--- src/rtl/tap_cal_pkg.sv ---
package tap_cal_pkg;
    typedef enum logic [2:0] {
        ST_IDLE,
        ST_TEST,
        ST_STEP,
        ST_LATCH,
        ST_DONE
    } cal_state_t;
endpackage

--- src/rtl/tap_sweep_fsm.sv ---
module tap_sweep_fsm
    import tap_cal_pkg::*;
#(
    parameter int LONG_STEPS  = 64,
    parameter int SHORT_STEPS = 32,
    parameter int TAP_W       = $clog2(LONG_STEPS)
) (
    input  logic             clk,
    input  logic             rst_n,
    input  logic             start_i,
    input  logic             long_i,
    input  logic             test_done_i,
    output logic [TAP_W-1:0] tap_o,
    output logic             test_req_o,
    output logic             clear_o,
    output logic             record_o,
    output logic             latch_o,
    output logic             busy_o,
    output logic             done_o,
    output logic             long_q_o
);
    localparam logic [TAP_W-1:0] LAST_LONG  = TAP_W'(LONG_STEPS - 1);
    localparam logic [TAP_W-1:0] LAST_SHORT = TAP_W'(SHORT_STEPS - 1);

    cal_state_t state_q, state_d;
    logic [TAP_W-1:0] tap_q;
    logic             long_q;
    logic             at_last;

    assign at_last = (tap_q == (long_q ? LAST_LONG : LAST_SHORT));

    always_comb begin
        state_d = state_q;
        unique case (state_q)
            ST_IDLE:  if (start_i) state_d = ST_TEST;
            ST_TEST:  if (test_done_i) state_d = at_last ? ST_LATCH : ST_STEP;
            ST_STEP:  state_d = ST_TEST;
            ST_LATCH: state_d = ST_DONE;
            ST_DONE:  state_d = ST_IDLE;
            default:  state_d = ST_IDLE;
        endcase
    end

    always_ff @(posedge clk or negedge rst_n) begin
        if (!rst_n) begin
            state_q <= ST_IDLE;
            tap_q   <= '0;
            long_q  <= 1'b0;
        end else begin
            state_q <= state_d;
            if (state_q == ST_IDLE && start_i) begin
                tap_q  <= '0;
                long_q <= long_i;
            end else if (state_q == ST_TEST && test_done_i && !at_last) begin
                tap_q <= tap_q + TAP_W'(1);
            end
        end
    end

    always_comb begin
        test_req_o = 1'b0;
        clear_o    = 1'b0;
        record_o   = 1'b0;
        latch_o    = 1'b0;
        busy_o     = 1'b1;
        done_o     = 1'b0;
        unique case (state_q)
            ST_IDLE: begin
                busy_o  = 1'b0;
                clear_o = start_i;
            end
            ST_TEST: begin
                test_req_o = 1'b1;
                record_o   = test_done_i;
            end
            ST_STEP:  ;
            ST_LATCH: latch_o = 1'b1;
            ST_DONE:  done_o = 1'b1;
            default:  busy_o = 1'b0;
        endcase
    end

    assign tap_o    = tap_q;
    assign long_q_o = long_q;

    // a request never drives a tap outside the selected sweep
    assert_req_tap_range_R2: assert property (@(posedge clk) disable iff (!rst_n)
        test_req_o |-> (tap_q <= (long_q ? LAST_LONG : LAST_SHORT)));
    // tap advances by exactly one after a non-final result
    assert_tap_advance_R2: assert property (@(posedge clk) disable iff (!rst_n)
        (test_req_o && test_done_i && !at_last) |=> (tap_q == $past(tap_q) + TAP_W'(1)));
    // request holds the tap until a result strobe
    assert_req_hold_R2: assert property (@(posedge clk) disable iff (!rst_n)
        (test_req_o && !test_done_i) |=> (test_req_o && $stable(tap_q)));
    // done is followed by idle
    assert_done_then_idle_R8: assert property (@(posedge clk) disable iff (!rst_n)
        done_o |=> !busy_o);
    // busy only rises on an accepted start
    assert_busy_rise_R8: assert property (@(posedge clk) disable iff (!rst_n)
        $rose(busy_o) |-> $past(start_i));
endmodule

--- src/rtl/pass_run_scanner.sv ---
module pass_run_scanner #(
    parameter int LONG_STEPS = 64,
    parameter int TAP_W      = $clog2(LONG_STEPS),
    parameter int LEN_W      = TAP_W + 1
) (
    input  logic                  clk,
    input  logic                  rst_n,
    input  logic                  clear_i,
    input  logic                  record_i,
    input  logic                  pass_i,
    input  logic [TAP_W-1:0]      tap_i,
    output logic [LONG_STEPS-1:0] bitmap_o,
    output logic [LEN_W-1:0]      best_len_o,
    output logic [TAP_W-1:0]      best_start_o
);
    logic [LEN_W-1:0] cur_len_q, best_len_q, grown_len;
    logic [TAP_W-1:0] cur_start_q, best_start_q, run_start;

    for (genvar g = 0; g < LONG_STEPS; g++) begin : g_bit
        always_ff @(posedge clk or negedge rst_n) begin
            if (!rst_n)
                bitmap_o[g] <= 1'b0;
            else if (clear_i)
                bitmap_o[g] <= 1'b0;
            else if (record_i && tap_i == TAP_W'(g))
                bitmap_o[g] <= pass_i;
        end
    end

    assign grown_len = cur_len_q + LEN_W'(1);
    assign run_start = (cur_len_q == '0) ? tap_i : cur_start_q;

    always_ff @(posedge clk or negedge rst_n) begin
        if (!rst_n) begin
            cur_len_q    <= '0;
            cur_start_q  <= '0;
            best_len_q   <= '0;
            best_start_q <= '0;
        end else if (clear_i) begin
            cur_len_q    <= '0;
            cur_start_q  <= '0;
            best_len_q   <= '0;
            best_start_q <= '0;
        end else if (record_i) begin
            if (pass_i) begin
                cur_len_q   <= grown_len;
                cur_start_q <= run_start;
                if (grown_len > best_len_q) begin   // strict: earlier run wins ties
                    best_len_q   <= grown_len;
                    best_start_q <= run_start;
                end
            end else begin
                cur_len_q <= '0;
            end
        end
    end

    assign best_len_o   = best_len_q;
    assign best_start_o = best_start_q;

    // the widest run never shrinks within a sweep
    assert_best_monotone_R4: assert property (@(posedge clk) disable iff (!rst_n)
        !clear_i |=> (best_len_q >= $past(best_len_q)));
    // a run of equal length found later does not move the start
    assert_tie_keeps_start_R6: assert property (@(posedge clk) disable iff (!rst_n)
        (!clear_i && record_i && pass_i && grown_len <= best_len_q) |=> $stable(best_start_q));
endmodule

--- src/rtl/delay_tap_calibrator.sv ---
module delay_tap_calibrator #(
    parameter int LONG_STEPS  = 64,
    parameter int SHORT_STEPS = 32,
    parameter int TAP_W       = $clog2(LONG_STEPS),
    parameter int LEN_W       = TAP_W + 1
) (
    input  logic                  clk,
    input  logic                  rst_n,
    input  logic                  start_i,
    input  logic                  step_sel_i,
    input  logic                  test_done_i,
    input  logic                  test_pass_i,
    output logic [TAP_W-1:0]      tap_o,
    output logic                  test_req_o,
    output logic                  busy_o,
    output logic                  done_o,
    output logic                  fail_o,
    output logic [LONG_STEPS-1:0] bitmap_o,
    output logic [LEN_W-1:0]      max_len_o,
    output logic [TAP_W-1:0]      final_tap_o
);
    logic                  clear_w, record_w, latch_w, long_q_w;
    logic [LONG_STEPS-1:0] scan_map;
    logic [LEN_W-1:0]      scan_len, centre_sum;
    logic [TAP_W-1:0]      scan_start;

    tap_sweep_fsm #(
        .LONG_STEPS(LONG_STEPS), .SHORT_STEPS(SHORT_STEPS), .TAP_W(TAP_W)
    ) fsm_i (
        .clk(clk), .rst_n(rst_n), .start_i(start_i), .long_i(step_sel_i),
        .test_done_i(test_done_i), .tap_o(tap_o), .test_req_o(test_req_o),
        .clear_o(clear_w), .record_o(record_w), .latch_o(latch_w),
        .busy_o(busy_o), .done_o(done_o), .long_q_o(long_q_w)
    );

    pass_run_scanner #(
        .LONG_STEPS(LONG_STEPS), .TAP_W(TAP_W), .LEN_W(LEN_W)
    ) scan_i (
        .clk(clk), .rst_n(rst_n), .clear_i(clear_w), .record_i(record_w),
        .pass_i(test_pass_i), .tap_i(tap_o), .bitmap_o(scan_map),
        .best_len_o(scan_len), .best_start_o(scan_start)
    );

    assign centre_sum = LEN_W'(scan_start) + (scan_len >> 1);

    always_ff @(posedge clk or negedge rst_n) begin
        if (!rst_n) begin
            bitmap_o    <= '0;
            max_len_o   <= '0;
            final_tap_o <= '0;
            fail_o      <= 1'b0;
        end else if (latch_w) begin
            bitmap_o    <= scan_map;
            max_len_o   <= scan_len;
            final_tap_o <= centre_sum[TAP_W-1:0];
            fail_o      <= (scan_len == '0);
        end
    end

    // short sweeps leave the upper half of the map clear
    assert_upper_clear_R3: assert property (@(posedge clk) disable iff (!rst_n)
        (done_o && !long_q_w) |-> (bitmap_o[LONG_STEPS-1:SHORT_STEPS] == '0));
    // a failed sweep reports tap 0 and no window
    assert_fail_zero_R7: assert property (@(posedge clk) disable iff (!rst_n)
        fail_o |-> (final_tap_o == '0 && max_len_o == '0 && bitmap_o == '0));
    // results hold while idle
    assert_results_hold_R9: assert property (@(posedge clk) disable iff (!rst_n)
        !busy_o |=> ($stable(bitmap_o) && $stable(final_tap_o) && $stable(max_len_o)));
endmodule

--- config.mk ---
export PLATFORM = sky130hd
export DESIGN_NAME = delay_tap_calibrator
export DESIGN_NICKNAME = d
export VERILOG_FILES = /design/src/rtl/tap_cal_pkg.sv /design/src/rtl/tap_sweep_fsm.sv /design/src/rtl/pass_run_scanner.sv /design/src/rtl/delay_tap_calibrator.sv
export SDC_FILE = /design/constraint.sdc
export NUM_CORES = 1
export LEC_CHECK = 0
export BUFFER_PORTS_ARGS = -buffer_cell sky130_fd_sc_hd__buf_2
export CORE_UTILIZATION = 58
export CTS_CLUSTER_SIZE = 12
export DETAILED_ROUTE_END_ITERATION = 10
export PLACE_DENSITY_LB_ADDON = 0.25
export SLEW_MARGIN = 0
export SYNTH_ARGS = -nofsm -noshare
export SYNTH_HDL_FRONTEND = slang
export SYNTH_SLANG_ARGS = --single-unit
--- constraint.sdc ---
create_clock -name clk -period 3.4 [get_ports clk]
set_input_delay 0.51 -clock clk [delete_from_list [all_inputs] [get_ports clk]]
set_output_delay 0.51 -clock clk [all_outputs]
set_load 0.02 [all_outputs]
==> results of run 1 <==
-- where the power goes --
group	switching, mW	internal, mW
logic	0.953	0.397
registers	0.149	2.27
clock network	0.764	1.20
-- worst max-delay path, stage by stage (launching register included) --
cell and delay (ns):
sky130_fd_sc_hd__dfrtp_1 0.46, sky130_fd_sc_hd__ha_1 0.28, sky130_fd_sc_hd__nand3_1 0.11, sky130_fd_sc_hd__xor2_1 0.25, sky130_fd_sc_hd__inv_1 0.07, sky130_fd_sc_hd__ha_1 0.31
sky130_fd_sc_hd__a211oi_1 0.22, sky130_fd_sc_hd__nor2_1 0.08, sky130_fd_sc_hd__o31ai_2 0.17, sky130_fd_sc_hd__buf_4 0.27, sky130_fd_sc_hd__mux2_2 0.36
-- cell type report --
type / count / area, sq um / area share (%)
multi-input combinational: 541 / 3320 / 36.0
clock buffer: 23 / 478 / 5.19
timing repair buffer: 103 / 562 / 6.10
sequential: 178 / 4450 / 48.4
tap: 176 / 220 / 2.39
clock inverter: 6 / 105 / 1.14
inverter: 19 / 71.3 / 0.775
-- routing by layer --
metal  vias to the layer above  GRT usage [%]  share of wire [%]
li1                       2917              -                  -
met1                      3098           40.1                 46
met2                       188           42.1                 47
met3                        20           5.52                5.2
met4                         0           8.98                1.6
met5                         -              0                  0
-- cell usage after synthesis, drive strengths merged (2+ instances only) --
cell type	instances	share of area, %
and2b	2	0.19
o211ai	65	6.0
a211oi	4	0.37
nand2b	3	0.23
a21oi	4	0.25
ha	18	2.8
nand4	5	0.46
or4	2	0.19
nand3b	2	0.19
nor2	17	0.79
a21o	2	0.19
and3	5	0.39
nand3	23	2.8
buf	16	1.4
inv	19	0.88
mux2i	21	2.6
xor2	8	1.1
or2	3	0.23
dfrtp	178	55
nor4b	2	0.48
mux2	2	0.28
o21ai	23	1.5
o31ai	69	6.5
o22ai	5	0.39
nor3b	3	0.28
clkbuf	40	1.9
and2	2	0.15
nand2	235	11
xnor2	3	0.32
a21boi	5	0.46
-- cell usage in the layout, fill, tap and decap left out, drive strengths merged, types with 3 or more instances in the layout --
cell,n
o211ai,65
mux2i,21
ha,18
xor2,8
a21boi,5
and3,5
nand4,5
buf,103
nand3,23
nand2,235
o22ai,5
bufinv,3
inv,19
o21ai,23
clkinv,3
nor3b,3
or2,3
a21oi,4
o31ai,69
clkbuf,23
nand2b,3
nor2,17
dfrtp,178
a211oi,4
xnor2,3
-- logic make-up after synthesis --
group / Yosys count / share of synthesized area, %
buffers and inverters: 75 / 4.14
adders and majority gates: 19 / 3.03
DFF: 178 / 55.0
and+or+nand+nor: 309 / 17.7
muxes: 23 / 2.87
AOI/OAI and AO/OA: 179 / 15.8
xor gates and xnor gates: 11 / 1.42
-- sequential cells by signal, indices dropped and copies added (netlist names), 3 cells and up --
register,cells
fsm_i.state_q,3
max_len_o,7
bitmap_o,64
scan_i.cur_start_q,6
scan_i.cur_len_q,7
scan_i.bitmap_o,64
scan_i.best_start_o,6
scan_i.best_len_o,7
fsm_i.tap_o,6
final_tap_o,6
-- path summary, 6_finish.rpt --
path | start | cells past startpoint | endpoint
hold / removal | rst_n | 1 | max_len_o[2]$_DFFE_PN0P_
setup / recovery | scan_i.cur_len_q[0]$_DFFE_PN0N_ | 10 | scan_i.best_len_o[1]$_DFFE_PN0P_
hold reg to reg | max_len_o[6]$_DFFE_PN0P_ | 2 | max_len_o[6]$_DFFE_PN0P_
setup reg to reg | scan_i.cur_len_q[0]$_DFFE_PN0N_ | 10 | scan_i.best_len_o[1]$_DFFE_PN0P_
min in group clk | step_sel_i | 3 | fsm_i.long_q_o$_DFFE_PN0P_
max in group asynchronous | rst_n | 2 | bitmap_o[43]$_DFFE_PN0P_
==> results summary, run 1 <==
The run finished with clean final reports. The area overhead of the layout relative to synthesis is 13.6%. The total nets after synthesis is 819. In this run the power density over the cells is 622 mW/mm^2. The standard-cell row count came out at 42. The smallest hold slack came out at roughly 0.046 ns. For this run, asynchronously set or reset flops after synthesis account for 100%. The final-report setup violation count came out at 0. The per-instance average area after synthesis is 10.2 sq um.

The share of post-route cells with drive strength above 1 is around 18%. The number of max-slew violations in the final report came out at 0. The post-placement cell count came out at 1017. The number of primary I/O pins came out at 93. The global routing usage summed across all routing layers came out at between 20 and 30%. Setup repair after global routing left no endpoint under its margin. Of the available clock period, the critical path in the final layout requires 79.6%.

The Yosys warning count is 0. The library cell used as clock root buffer is sky130_fd_sc_hd__clkbuf_16. The sink count of the clock tree is 178.

The number of synthesized flops with an enable pin is 0. The clock skew after layout is 0.00580 ns. The CTS tree is built. The wire length of the first global-routing pass is 30600 um. Using the TritonRoute via totals, the vias-per-cell ratio works out to 5.95. The summed negative setup slack over all endpoints is 0 ns. The average routed wire per standard cell came out at 17.9 um.

For this block, the via count after detailed routing is about 6200. The clock buffer count from CTS is 17. The total DRC errors in the routed layout is 0.

The final estimated routing congestion in global placement came out at 0.905. The cell area after synthesis is 0.00810 sq mm. The floorplan step defined a die boundary enclosing 0.0144 sq mm. The remaining global-route overflow came out at 0. The post-synthesis instance total came out at about 790. The cell leakage power came out at 4.78 nW. The flip-flop and latch count after synthesis came out at around 180. After filler insertion, the fill cell instance count of the layout stands at 1056.

The number of antenna diodes in the final layout is 0. The distinct cell type count of the synthesized netlist is 52. The worst slew margin relative to its limit is ~19%. The detail route stage leaves a number of antenna-violating nets equal to 0. The smallest clock period supported by the final layout is computed as between 2 and 3 ns. The longest clock path from root to sink contains 2 buffers.

The clock reaches the later pin of the worst-skew pair after around 0.43 ns. In this run the worst path has a maximum fanout of 13. The die outline width is 120 um. The number of nets in the layout is 885.

The share of the core filled with cells in the final layout is ~70%. In this run, post-CTS hold repair placed 0 buffers. The number of hold violations in the final report came out at 0. The maximum number of pins on one net before global-route repair came out at 85. The HPWL after detailed placement came out at 12300 um. The post-cts sizing count came out at 0. Before CTS, the worst setup slack after placement is between 0.7 and 0.8 ns. The worst setup path is captured at a register.

The critical path required time came out at 3.71 ns. The critical path is of the reg -> reg type. The area of all placed cells without fillers is approximately 0.0092 sq mm.

The endpoint arrival time on the critical path is 3.02 ns. The y dimension of the die is 120 um. The maximum clock frequency came out at between 300 and 400 MHz. The actual transition at the worst max-transition pin came out at 1.21 ns. The worst setup path is launched from a register. The worst-case vdd ir drop came out at 491 uV. The number of port buffers came out at 92. The type of the tightest min-delay check is in -> async.

The fraction of the yosys area taken by sequential cells is 55.0%. The number of buffers inserted to repair setup after CTS came out at 0. The final wirelength came out at 18700 um.

The reg2reg setup slack came out at 0.69 ns. The core area is 0.0135 sq mm. The number of iterations in the first detailed-routing pass is 5. The starting utilization of the core area is between 60% and 70%. The initial antenna violation count came out at 0.

The detailed router's first-iteration violation count is 608. The via count of the first global-routing pass is about 6000. The clock tree synthesis step divided the H-tree into 4 levels. In the synthesized netlist the dominant register cell turns out to be sky130_fd_sc_hd__dfrtp_1.

Summing all placed instances gives a cell area of 0.00862 sq mm. The non-filler instance count after layout came out at 1046. Clock-pin slew was measured on the worst setup and hold paths at 0.06 ns. The worst-case setup margin in the final layout is 0.692 ns.

The max-capacitance violation count came out at 0. The overall power is 5.73 mW.
Power figures use the tool's default switching activity.
==> run 2: changes to the inputs <==
--- a/config.mk
+++ b/config.mk
@@ -5,8 +5,9 @@
 export SDC_FILE = /design/constraint.sdc
 export NUM_CORES = 1
 export LEC_CHECK = 0
+export ABC_AREA = 1
 export BUFFER_PORTS_ARGS = -buffer_cell sky130_fd_sc_hd__buf_2
-export CORE_UTILIZATION = 58
+export CORE_UTILIZATION = 53
 export CTS_CLUSTER_SIZE = 12
 export DETAILED_ROUTE_END_ITERATION = 10
 export PLACE_DENSITY_LB_ADDON = 0.25
==> constraint.sdc (replaced) <==
create_clock -name clk -period 2.4 [get_ports clk]
set_input_delay 0.36 -clock clk [delete_from_list [all_inputs] [get_ports clk]]
set_output_delay 0.36 -clock clk [all_outputs]
set_load 0.02 [all_outputs]
==> run 2 against run 1 <==
Net effect: synthesized cell count rose by 26%; sequential cell count is the same; global-route usage fell by 2.9 points; highest routed layer unchanged; clock skew is essentially flat; sequential share of layout area fell by 1.7 points; final cell count grew 23%; area after synthesis rose by 1.7%; worst hold slack improved by 0.14 ns; die area grew 11%; fmax up 22%.
==> results summary, run 2 <==
The run finished with clean final reports. The clock share of power is 29.7% (-4.5 points). The average routed wire per standard cell came out at 14.5 um (-19%).

Compared with the post-synthesis result, the final layout area differs by 15.9%. The fraction of the yosys area taken by sequential cells came to 54.1% (-0.89 points). The fraction of registers with async set/reset came out at 100% (unchanged). The Yosys warning count is 0 (unchanged).

In this design, the critical path's most frequently occurring cell is sky130_fd_sc_hd__nand2_1. The library cell used as clock root buffer is sky130_fd_sc_hd__clkbuf_16. The HPWL after detailed placement was 12400 um (+0.98%). The combinational share of power came out at 30.6% (+7.0 points). The endpoint arrival time on the critical path came to 2.54 ns (-0.48 ns). The number of vias after detailed routing came out at 6745 (+8.4%). The clock buffer count from CTS is 17 (unchanged). The actual transition at the worst max-transition pin was 1.04 ns (-0.170 ns). The die outline area came to 0.0160 sq mm (+11%). The worst setup path is launched from a register. The biggest area contributor in the post-synthesis netlist is sky130_fd_sc_hd__dfrtp_1. The non-filler instance count after layout came out at 1286 (+23%). The maximum number of pins on one net before global-route repair is 81 (-4.7%).

The internal cell power was 6.06 mW (+57%). The post-placement cell count came to 1253 (+23%). The detailed router's first-iteration violation count came out at 625 (+2.8%). The worst setup path is captured at a register. The antenna diode count was 0 (unchanged). The clock skew after layout came out at 0.00586 ns (+0.0000555 ns). The distinct cell type count of the synthesized netlist came out at 27 (-48%). The wire length of the first global-routing pass is 31200 um (+2.1%).

The cell leakage power is 5.25 nW (+9.8%). The clock latency of the later-clocked register in the worst-skew pair is 0.42 ns (about the same). The register clock-pin slew on the reported worst setup and hold paths is 0.06 ns (about the same).

The smallest hold slack is 0.185 ns (+0.139 ns). The top cell types in the final layout, fill and taps aside, are 225 x sky130_fd_sc_hd__nand2_1, 178 x sky130_fd_sc_hd__dfrtp_1, 152 x sky130_fd_sc_hd__inv_1. The standard-cell row count is 45 (+7.1%). The number of port buffers is 92 (unchanged). The cell area after synthesis was 0.00824 sq mm (+1.7%). For this run, the leading register cell type out of synthesis is sky130_fd_sc_hd__dfrtp_1.

The post-route antenna net violation count came out at 0 (unchanged). The number of iterations in the first detailed-routing pass was 5 (unchanged). The number of nets in the layout is 1112 (+26%). The initial antenna violation count was 0 (unchanged). The per-instance average area after synthesis came out at 8.20 sq um (-20%). The flip-flop and latch count after synthesis came out at 178 (unchanged). The via density per instance is 5.24 (-12%).

The area share of the largest cell type after synthesis is 54.1% (-0.89 points). The worst-case clock buffer depth is 2 (unchanged). Walking the worst path, the cells encountered are ha_4 > nand3_2 > nor2_4 > nand2_1 > nand2_1 > nand2_1 > ha_1 > nand2_1 > inv_1 > nand2_1 > nor2_1 > nor2_1 > nand2_4 > buf_4 > nand3_1 > nand2_1. The total nets after synthesis was 1029 (+26%). The die outline width is 127 um (+5.4%). The final estimated routing congestion in global placement was 0.828 (-8.5%). The largest fanout of any net on the critical path is 6 (-7). The number of max-slew violations in the final report is 0 (unchanged). The critical path is of the reg -> reg type. The critical path required time is 2.71 ns (-1.00 ns). The remaining global-route overflow is 0 (unchanged). The highest cell delay on the worst timing path came to 0.41 ns (-0.05 ns). The final-report setup violation count was 0 (unchanged). The largest individual stage delay along the critical path comes from the cell sky130_fd_sc_hd__dfrtp_1. The worst-case vdd ir drop came to 551 uV (+12%). In the synthesized netlist, the cells that appear most often are 226 x sky130_fd_sc_hd__nand2_1, 178 x sky130_fd_sc_hd__dfrtp_1, 152 x sky130_fd_sc_hd__inv_1, 105 x sky130_fd_sc_hd__o21ai_0, 98 x sky130_fd_sc_hd__nand3_1.

The portion of total power attributed to sequential cells was 39.7% (-2.5 points). The number of synthesized flops with an enable pin is 0 (unchanged). The number of hold violations in the final report came out at 0 (unchanged).

The sink count of the clock tree came out at 178 (unchanged). The max-capacitance violation count is 0 (unchanged). The overall power was 9.59 mW (+67%). The most repeated cell in the gate-level netlist after synthesis is sky130_fd_sc_hd__nand2_1. The starting utilization of the core area is 54.2% (-6.0 points). In the final layout, the registers with the most flip-flops are bitmap_o: 64 flops, scan_i.bitmap_o: 64 flops. The fraction of the cycle the final worst path needs is 92.8% (+13 points). The total DRC errors in the routed layout came out at 0 (unchanged). The final wirelength is 18700 um (-0.11%).

The number of H-tree branching levels came to 4 (unchanged). Leaving out fill and tap cells, the most frequent cell in the layout is sky130_fd_sc_hd__nand2_1. The post-synthesis instance total came out at 1004 (+26%). The global routing usage summed across all routing layers came out at 24.8% (-2.9 points). TritonCTS built the clock tree. The core area is 0.0152 sq mm (+13%). The switching power share of the total came out at 36.8% (+4.2 points). The final period demand of the worst path came out at 2.23 ns (-0.480 ns). The number of primary I/O pins is 93 (unchanged). The via count of the first global-routing pass is 6146 (+4.5%).

The type of the tightest min-delay check is in -> reg. The worst slew margin relative to its limit came out at 30.9% (+12 points). The switching component of the power came out at 3.52 mW (+89%). The number of fillers in the final layout came out at 1296 (+23%). After synthesis, the cell types taking the most area are sky130_fd_sc_hd__dfrtp_1 54%, sky130_fd_sc_hd__nand2_1 10%, sky130_fd_sc_hd__inv_1 6.9%. The cell area power density is 1000 mW/mm^2 (+61%). The y dimension of the die is 127 um (+5.4%). The share of post-route cells with drive strength above 1 was 14.1% (-3.5 points). The maximum clock frequency is 449 MHz (+22%).
run 2: routing by layer:
| layer | track usage (%) | wire length, um | vias up |
|---|---|---|---|
| met5 | 0 | 0 | - |
| met4 | 7.07 | 216 | 0 |
| met3 | 4.72 | 874 | 19 |
| met2 | 38.4 | 8690 | 172 |
| met1 | 35.7 | 8890 | 3206 |
| li1 | - | - | 3348 |
run 2: repair_timing:
| item | in CTS | in global routing |
|---|---|---|
| gates resized for setup | 0 | 11 |
| buffers inserted | 0 | 1 |
| endpoints found under the setup margin | 0 | 13 |
| hold buffers | 1 | 0 |
| endpoints found under the hold margin | 45 | 0 |
run 2: cell families (layout without fill, tap and decap cells):
logic type               count (synthesis)  after routing  share of synthesized area, %
AND/OR/NAND/NOR                        395            395                          20.0
adder cells (fa/ha/maj)                 19             19                          2.98
XOR/XNOR                                10             10                          1.06
buffers and inverters                  206            300                          9.87
flip-flops                             178            178                          54.1
AO/OA/AOI/OAI                          196            196                          12.0
run 2: path summary, 6_finish.rpt:
kind / start / depth (start not counted) / slack [ns] / end
min reg2reg: bitmap_o[30]$_DFFE_PN0P_ / 2 / 0.46 / bitmap_o[30]$_DFFE_PN0P_
min in group asynchronous: rst_n / 2 / 0.45 / bitmap_o[41]$_DFFE_PN0P_
min: step_sel_i / 3 / 0.18 / fsm_i.long_q_o$_DFFE_PN0P_
max: scan_i.cur_len_q[0]$_DFFE_PN0N_ / 16 / 0.17 / scan_i.best_len_o[4]$_DFFE_PN0P_
max in group asynchronous: rst_n / 3 / 1.23 / bitmap_o[30]$_DFFE_PN0P_
max reg2reg: scan_i.cur_len_q[0]$_DFFE_PN0N_ / 16 / 0.17 / scan_i.best_len_o[4]$_DFFE_PN0P_
run 2: layout make-up:
type	instances	area [sq um]	area share, %
Sequential cell	178	4450	46.6
Multi-Input combinational cell	620	3010	31.5
Inverter	159	601	6.29
Clock inverter	8	128	1.34
Tap cell	188	235	2.46
Timing Repair Buffer	111	641	6.71
Clock buffer	22	484	5.07
run 2: power by group through the flow:
| stage | Clock [mW] | Combinational, mW | Sequential, mW |
|---|---|---|---|
| after global routing | 3.01 | 3.29 | 3.85 |
| after global placement | 0 | 2.84 | 3.84 |
| after detailed placement | 0 | 2.88 | 3.84 |
| final | 2.85 | 2.94 | 3.80 |
| after floorplan | 0 | 1.66 | 4.16 |
| after CTS | 2.90 | 2.89 | 3.79 |
run 2: worst max-delay path, delay by kind of cell, from the launching register on:
| family | cells | cell delay, ns |
|---|---|---|
| simple gates | 12 | 1.01 |
| flops | 1 | 0.41 |
| fa+ha+maj | 2 | 0.47 |
| buf+inv | 2 | 0.22 |
run 2: stage by stage:
step	setup TNS (ns)	utilization, %	instance area [sq um]	worst slack (ns)
finish	0	62.8	9550	0.172
global route	-0.0250	62.8	9550	-0.0141
CTS	0	62.5	9500	0.0920
detailed placement	0	58.4	8870	0.146
global placement	0	58.4	8870	0.240
floorplan	0	-	8240	0.315
==> run 3: changes to the inputs <==
--- a/config.mk
+++ b/config.mk
@@ -14,4 +14,5 @@
 export SLEW_MARGIN = 0
 export SYNTH_ARGS = -nofsm -noshare
 export SYNTH_HDL_FRONTEND = slang
+export SYNTH_HIERARCHICAL = 1
 export SYNTH_SLANG_ARGS = --single-unit
==> run 3 against run 2 <==
Net effect: worst setup slack better by 0.049 ns; area after synthesis grew 1.9%; non-clock buffer count decreased by 5; clock power is 3% lower; critical endpoint is now scan_i/best_start_o[2]$_DFFE_PN0P_; combinational power is 29% lower; final area up 0.88%; worst hold slack got worse by 0.054 ns; register-to-register slack improved by 0.05 ns; routed wire length increased by 1.3%.
==> results summary, run 3 <==
The number of max-slew violations in the final report was 0 (unchanged). The share of the core filled with cells in the final layout came out at 62.9% (+0.085 points). The number of instances on the worst hold path was 3 (unchanged). The number of fillers in the final layout came out at 1399 (+7.9%). The number of port buffers came out at 92 (unchanged). The startpoint of the worst-slack reg-to-reg timing path is scan_i/cur_len_q[1]$_DFFE_PN0P_.

The number of iterations in the first detailed-routing pass came out at 5 (unchanged). The cell leakage power came out at 6.00 nW (+14%). The maximum number of pins on one net before global-route repair is 93 (+15%).

The standard-cell row count is 45 (unchanged). The area overhead of the layout relative to synthesis is 14.8%. The remaining global-route overflow came to 0 (unchanged). The most common cell after layout, fill and taps aside is sky130_fd_sc_hd__nand2_1. Leaving out fill and tap cells, the most frequent cells in the layout are 519 x sky130_fd_sc_hd__nand2_1, 177 x sky130_fd_sc_hd__dfrtp_1, 106 x sky130_fd_sc_hd__inv_1. The area of all placed cells without fillers is 0.00963 sq mm (+0.88%). The internal cell power came out at 5.44 mW (-10%). The highest cell delay on the worst timing path came out at 0.39 ns (-0.02 ns). The y dimension of the die was 128 um (+0.92%). The endpoint arrival time on the critical path is 2.49 ns (-0.05 ns). The largest fanout of any net on the critical path came out at 14 (+8). The clock share of power came out at 33.1% (+3.4 points). The cell area power density came out at 866 mW/mm^2 (-14%).

The startpoint identified for the worst hold timing path is step_sel_i. The starting utilization of the core area came out at 54.8% (+0.61 points). The die outline width came to 128 um (+0.92%). The register clock-pin slew on the reported worst setup and hold paths came out at 0.07 ns (about the same). In the final layout, the registers with the most flip-flops are bitmap_o: 64 flops, scan_i/bitmap_o: 64 flops. The post-placement cell count was 1356 (+8.2%). The distinct cell type count of the synthesized netlist came out at 35 (+30%).

The Yosys warning count came out at 6 (+6). The detailed router's first-iteration violation count came out at 653 (+4.5%). The average routed wire per standard cell came to 13.6 um (-6.2%). The critical path required time came to 2.72 ns (about the same). The number of primary I/O pins came out at 93 (unchanged). The fraction of the yosys area taken by sequential cells came out at 53.1% (-1.0 points).

The tree is rooted in a sky130_fd_sc_hd__clkbuf_16. The total nets after synthesis came out at 1104 (+7.3%). The number of H-tree branching levels came out at 4 (unchanged). The switching power share of the total is 34.9% (-1.9 points).

The worst reg2reg path endpoint is scan_i/best_start_o[2]$_DFFE_PN0P_. The max-capacitance violation count is 0 (unchanged). The antenna diode count came out at 0 (unchanged). The final-report setup violation count is 0 (unchanged).

The combined flip-flop and latch cell area is 0.00446 sq mm (about the same). The fraction of registers with async set/reset came out at 100% (unchanged). The worst-case vdd ir drop is 665 uV (+21%). The number of synthesized flops with an enable pin came to 0 (unchanged). The final period demand of the worst path came out at 2.18 ns (-0.0488 ns). The area of placed instances is 0.00902 sq mm (+1.6%). The area of the multi-input gates is 0.00327 sq mm (+8.7%). The number of vias after detailed routing is 6970 (+3.3%). The worst setup path is launched from a register.

The final estimated routing congestion in global placement came out at 0.840 (+1.4%). The summed negative setup slack over all endpoints came out at 0 ns (unchanged). The maximum clock frequency came out at 459 MHz (+2.2%).

The most used flip-flop cell after synthesis is sky130_fd_sc_hd__dfrtp_1. In the post-synthesis netlist, the biggest area contributors are sky130_fd_sc_hd__dfrtp_1 53%, sky130_fd_sc_hd__nand2_1 23%, sky130_fd_sc_hd__inv_1 4.7%. The cell area after synthesis is 0.00839 sq mm (+1.9%). The via count of the first global-routing pass came out at 6619 (+7.7%). The global routing usage summed across all routing layers is 24.6% (-0.17 points). The slowest stage of the critical path belongs to the cell sky130_fd_sc_hd__dfrtp_1. The total DRC errors in the routed layout is 0 (unchanged).

The initial antenna violation count is 0 (unchanged). The portion of total power attributed to sequential cells came out at 41.8% (+2.1 points). The post-synthesis instance total came out at 1082 (+7.8%). The switching component of the power came to 2.91 mW (-17%). The number of nets in the layout is 1187 (+6.7%).

The category of the critical setup timing path is reg -> reg. The core area came out at 0.0153 sq mm (+0.74%). By count the netlist is led by 520 x sky130_fd_sc_hd__nand2_1, 178 x sky130_fd_sc_hd__dfrtp_1, 106 x sky130_fd_sc_hd__inv_1, 54 x sky130_fd_sc_hd__o21ai_1, 40 x sky130_fd_sc_hd__nor2_1.

The wire length of the first global-routing pass is 31700 um (+1.7%). The worst slew margin relative to its limit is 56.9% (+26 points). TritonCTS built the clock tree. The depth of the worst register-to-register path is 13 (-3). The HPWL after detailed placement is 12300 um (-0.96%). The area share of the largest cell type after synthesis came out at 53.1% (-1.0 points). The via density per instance came out at 5.02 (-4.3%). The biggest area contributor in the post-synthesis netlist is sky130_fd_sc_hd__dfrtp_1. The die outline area came out at 0.0163 sq mm (+1.9%).

The sink count of the clock tree came out at 178 (unchanged). The share of post-route cells with drive strength above 1 is 14.3% (+0.14 points). The critical path goes through ha_1 > nand2_1 > nand2_1 > nand2_1 > ha_1 > nand2_1 > inv_1 > a21oi_1 > nand2_2 > nand2_4 > inv_2 > nand2_1 > nand2_1. The path with the worst hold slack has its endpoint at fsm_i/long_q_o$_DFFE_PN0P_. The post-route antenna net violation count is 0 (unchanged). The non-filler instance count after layout came out at 1389 (+8.0%). The worst setup path is captured at a register. The worst-case clock buffer depth came out at 2 (unchanged). The number of hold violations in the final report is 0 (unchanged). The type of the tightest min-delay check is in -> reg.

The clock buffer count from CTS came out at 17 (unchanged). The clock latency of the later-clocked register in the worst-skew pair is 0.42 ns (about the same). The combinational share of power is 25.1% (-5.5 points). The flow ran to the end, and the final reports show no timing, DRC or antenna violations. The fraction of the cycle the final worst path needs was 90.8% (-2.0 points). Among all cell types in the netlist, the one instantiated most often is sky130_fd_sc_hd__nand2_1.

The reg2reg setup slack is 0.22 ns (+0.05 ns). The flip-flop and latch count after synthesis came to 178 (unchanged). The actual transition at the worst max-transition pin is 0.647 ns (-0.390 ns).

The cell with the most instances on the worst path is sky130_fd_sc_hd__nand2_1. The per-instance average area after synthesis is 7.76 sq um (-5.5%). The clock skew after layout is 0.00770 ns (+0.00185 ns).

Setup repair after global routing left no endpoint under its margin. The final wirelength came out at 18900 um (+1.3%).
run 3: area by class of cell:
| class | count | area share, % |
|---|---|---|
| clock inverter | 11 | 1.31 |
| tap | 211 | 2.74 |
| multi-input combinational | 744 | 33.9 |
| sequential | 178 | 46.3 |
| clock buffer | 21 | 4.78 |
| inverter | 118 | 4.62 |
| timing repair buffer | 106 | 6.35 |
run 3: worst max-delay path by stage:
stage | from | endpoint | slack (ns) | cells past startpoint
after floorplan | scan_i/cur_len_q[0]$_DFFE_PN0P_ | scan_i/best_len_o[1]$_DFFE_PN0P_ | 0.34 | 14
after global placement | scan_i/cur_len_q[1]$_DFFE_PN0P_ | scan_i/best_start_o[4]$_DFFE_PN0P_ | 0.21 | 14
after detailed placement | scan_i/cur_len_q[2]$_DFFE_PN0P_ | scan_i/best_start_o[2]$_DFFE_PN0P_ | 0.11 | 14
after CTS | scan_i/cur_len_q[2]$_DFFE_PN0P_ | scan_i/best_start_o[0]$_DFFE_PN0P_ | 0.11 | 14
after global routing | scan_i/cur_len_q[1]$_DFFE_PN0P_ | scan_i/best_start_o[2]$_DFFE_PN0P_ | 0.02 | 14
final | scan_i/cur_len_q[1]$_DFFE_PN0P_ | scan_i/best_start_o[2]$_DFFE_PN0P_ | 0.22 | 13
run 3: kinds of logic after synthesis:
family | count (synthesis) | share of synthesized area (%)
buf+inv | 160 | 8.20
fa+ha+maj | 16 | 2.48
flops | 178 | 53.1
compound gates | 88 | 5.35
simple gates | 633 | 30.2
xor+xnor | 7 | 0.731
run 3: worst max-delay path, delay by kind of cell (launching register included):
family	cells	cell delay, ns
flip-flops	1	0.39
AO/OA/AOI/OAI	1	0.16
buffers and inverters	2	0.13
AND/OR/NAND/NOR	8	0.78
adder cells (fa/ha/maj)	2	0.62
run 3: power groups by stage:
| stage | sequential, mW | combinational (mW) | clock, mW |
|---|---|---|---|
| after floorplan | 3.63 | 1.40 | 0 |
| after CTS | 3.49 | 2.08 | 2.80 |
| after global placement | 3.53 | 2.04 | 0 |
| after global routing | 3.52 | 2.36 | 2.91 |
| after detailed placement | 3.54 | 2.06 | 0 |
| final | 3.49 | 2.10 | 2.76 |
run 3: repair_timing:
| item | 4_1_cts | 5_1_grt |
|---|---|---|
| hold buffers | 1 | 0 |
| endpoints found under the setup margin | 0 | 13 |
| endpoints found under the hold margin | 16 | 0 |
| setup buffers | 0 | 0 |
| gates resized for setup | 0 | 4 |
run 3: layer usage:
| metal | track usage [%] | part of all wire, % |
|---|---|---|
| met1 | 36.2 | 48 |
| met2 | 37.2 | 45 |
| met3 | 3.96 | 5.6 |
| met4 | 8.17 | 1.7 |
| met5 | 0 | 0 |
run 3: metrics by stage:
step,power [mW],hold WS (ns),setup WS (ns)
after floorplan,5.02,0.0644,0.340
after global placement,5.57,0.216,0.215
after CTS,8.37,0.118,0.113
after global routing,8.79,0.129,0.0237
after detailed placement,5.60,0.217,0.113
final,8.34,0.130,0.221
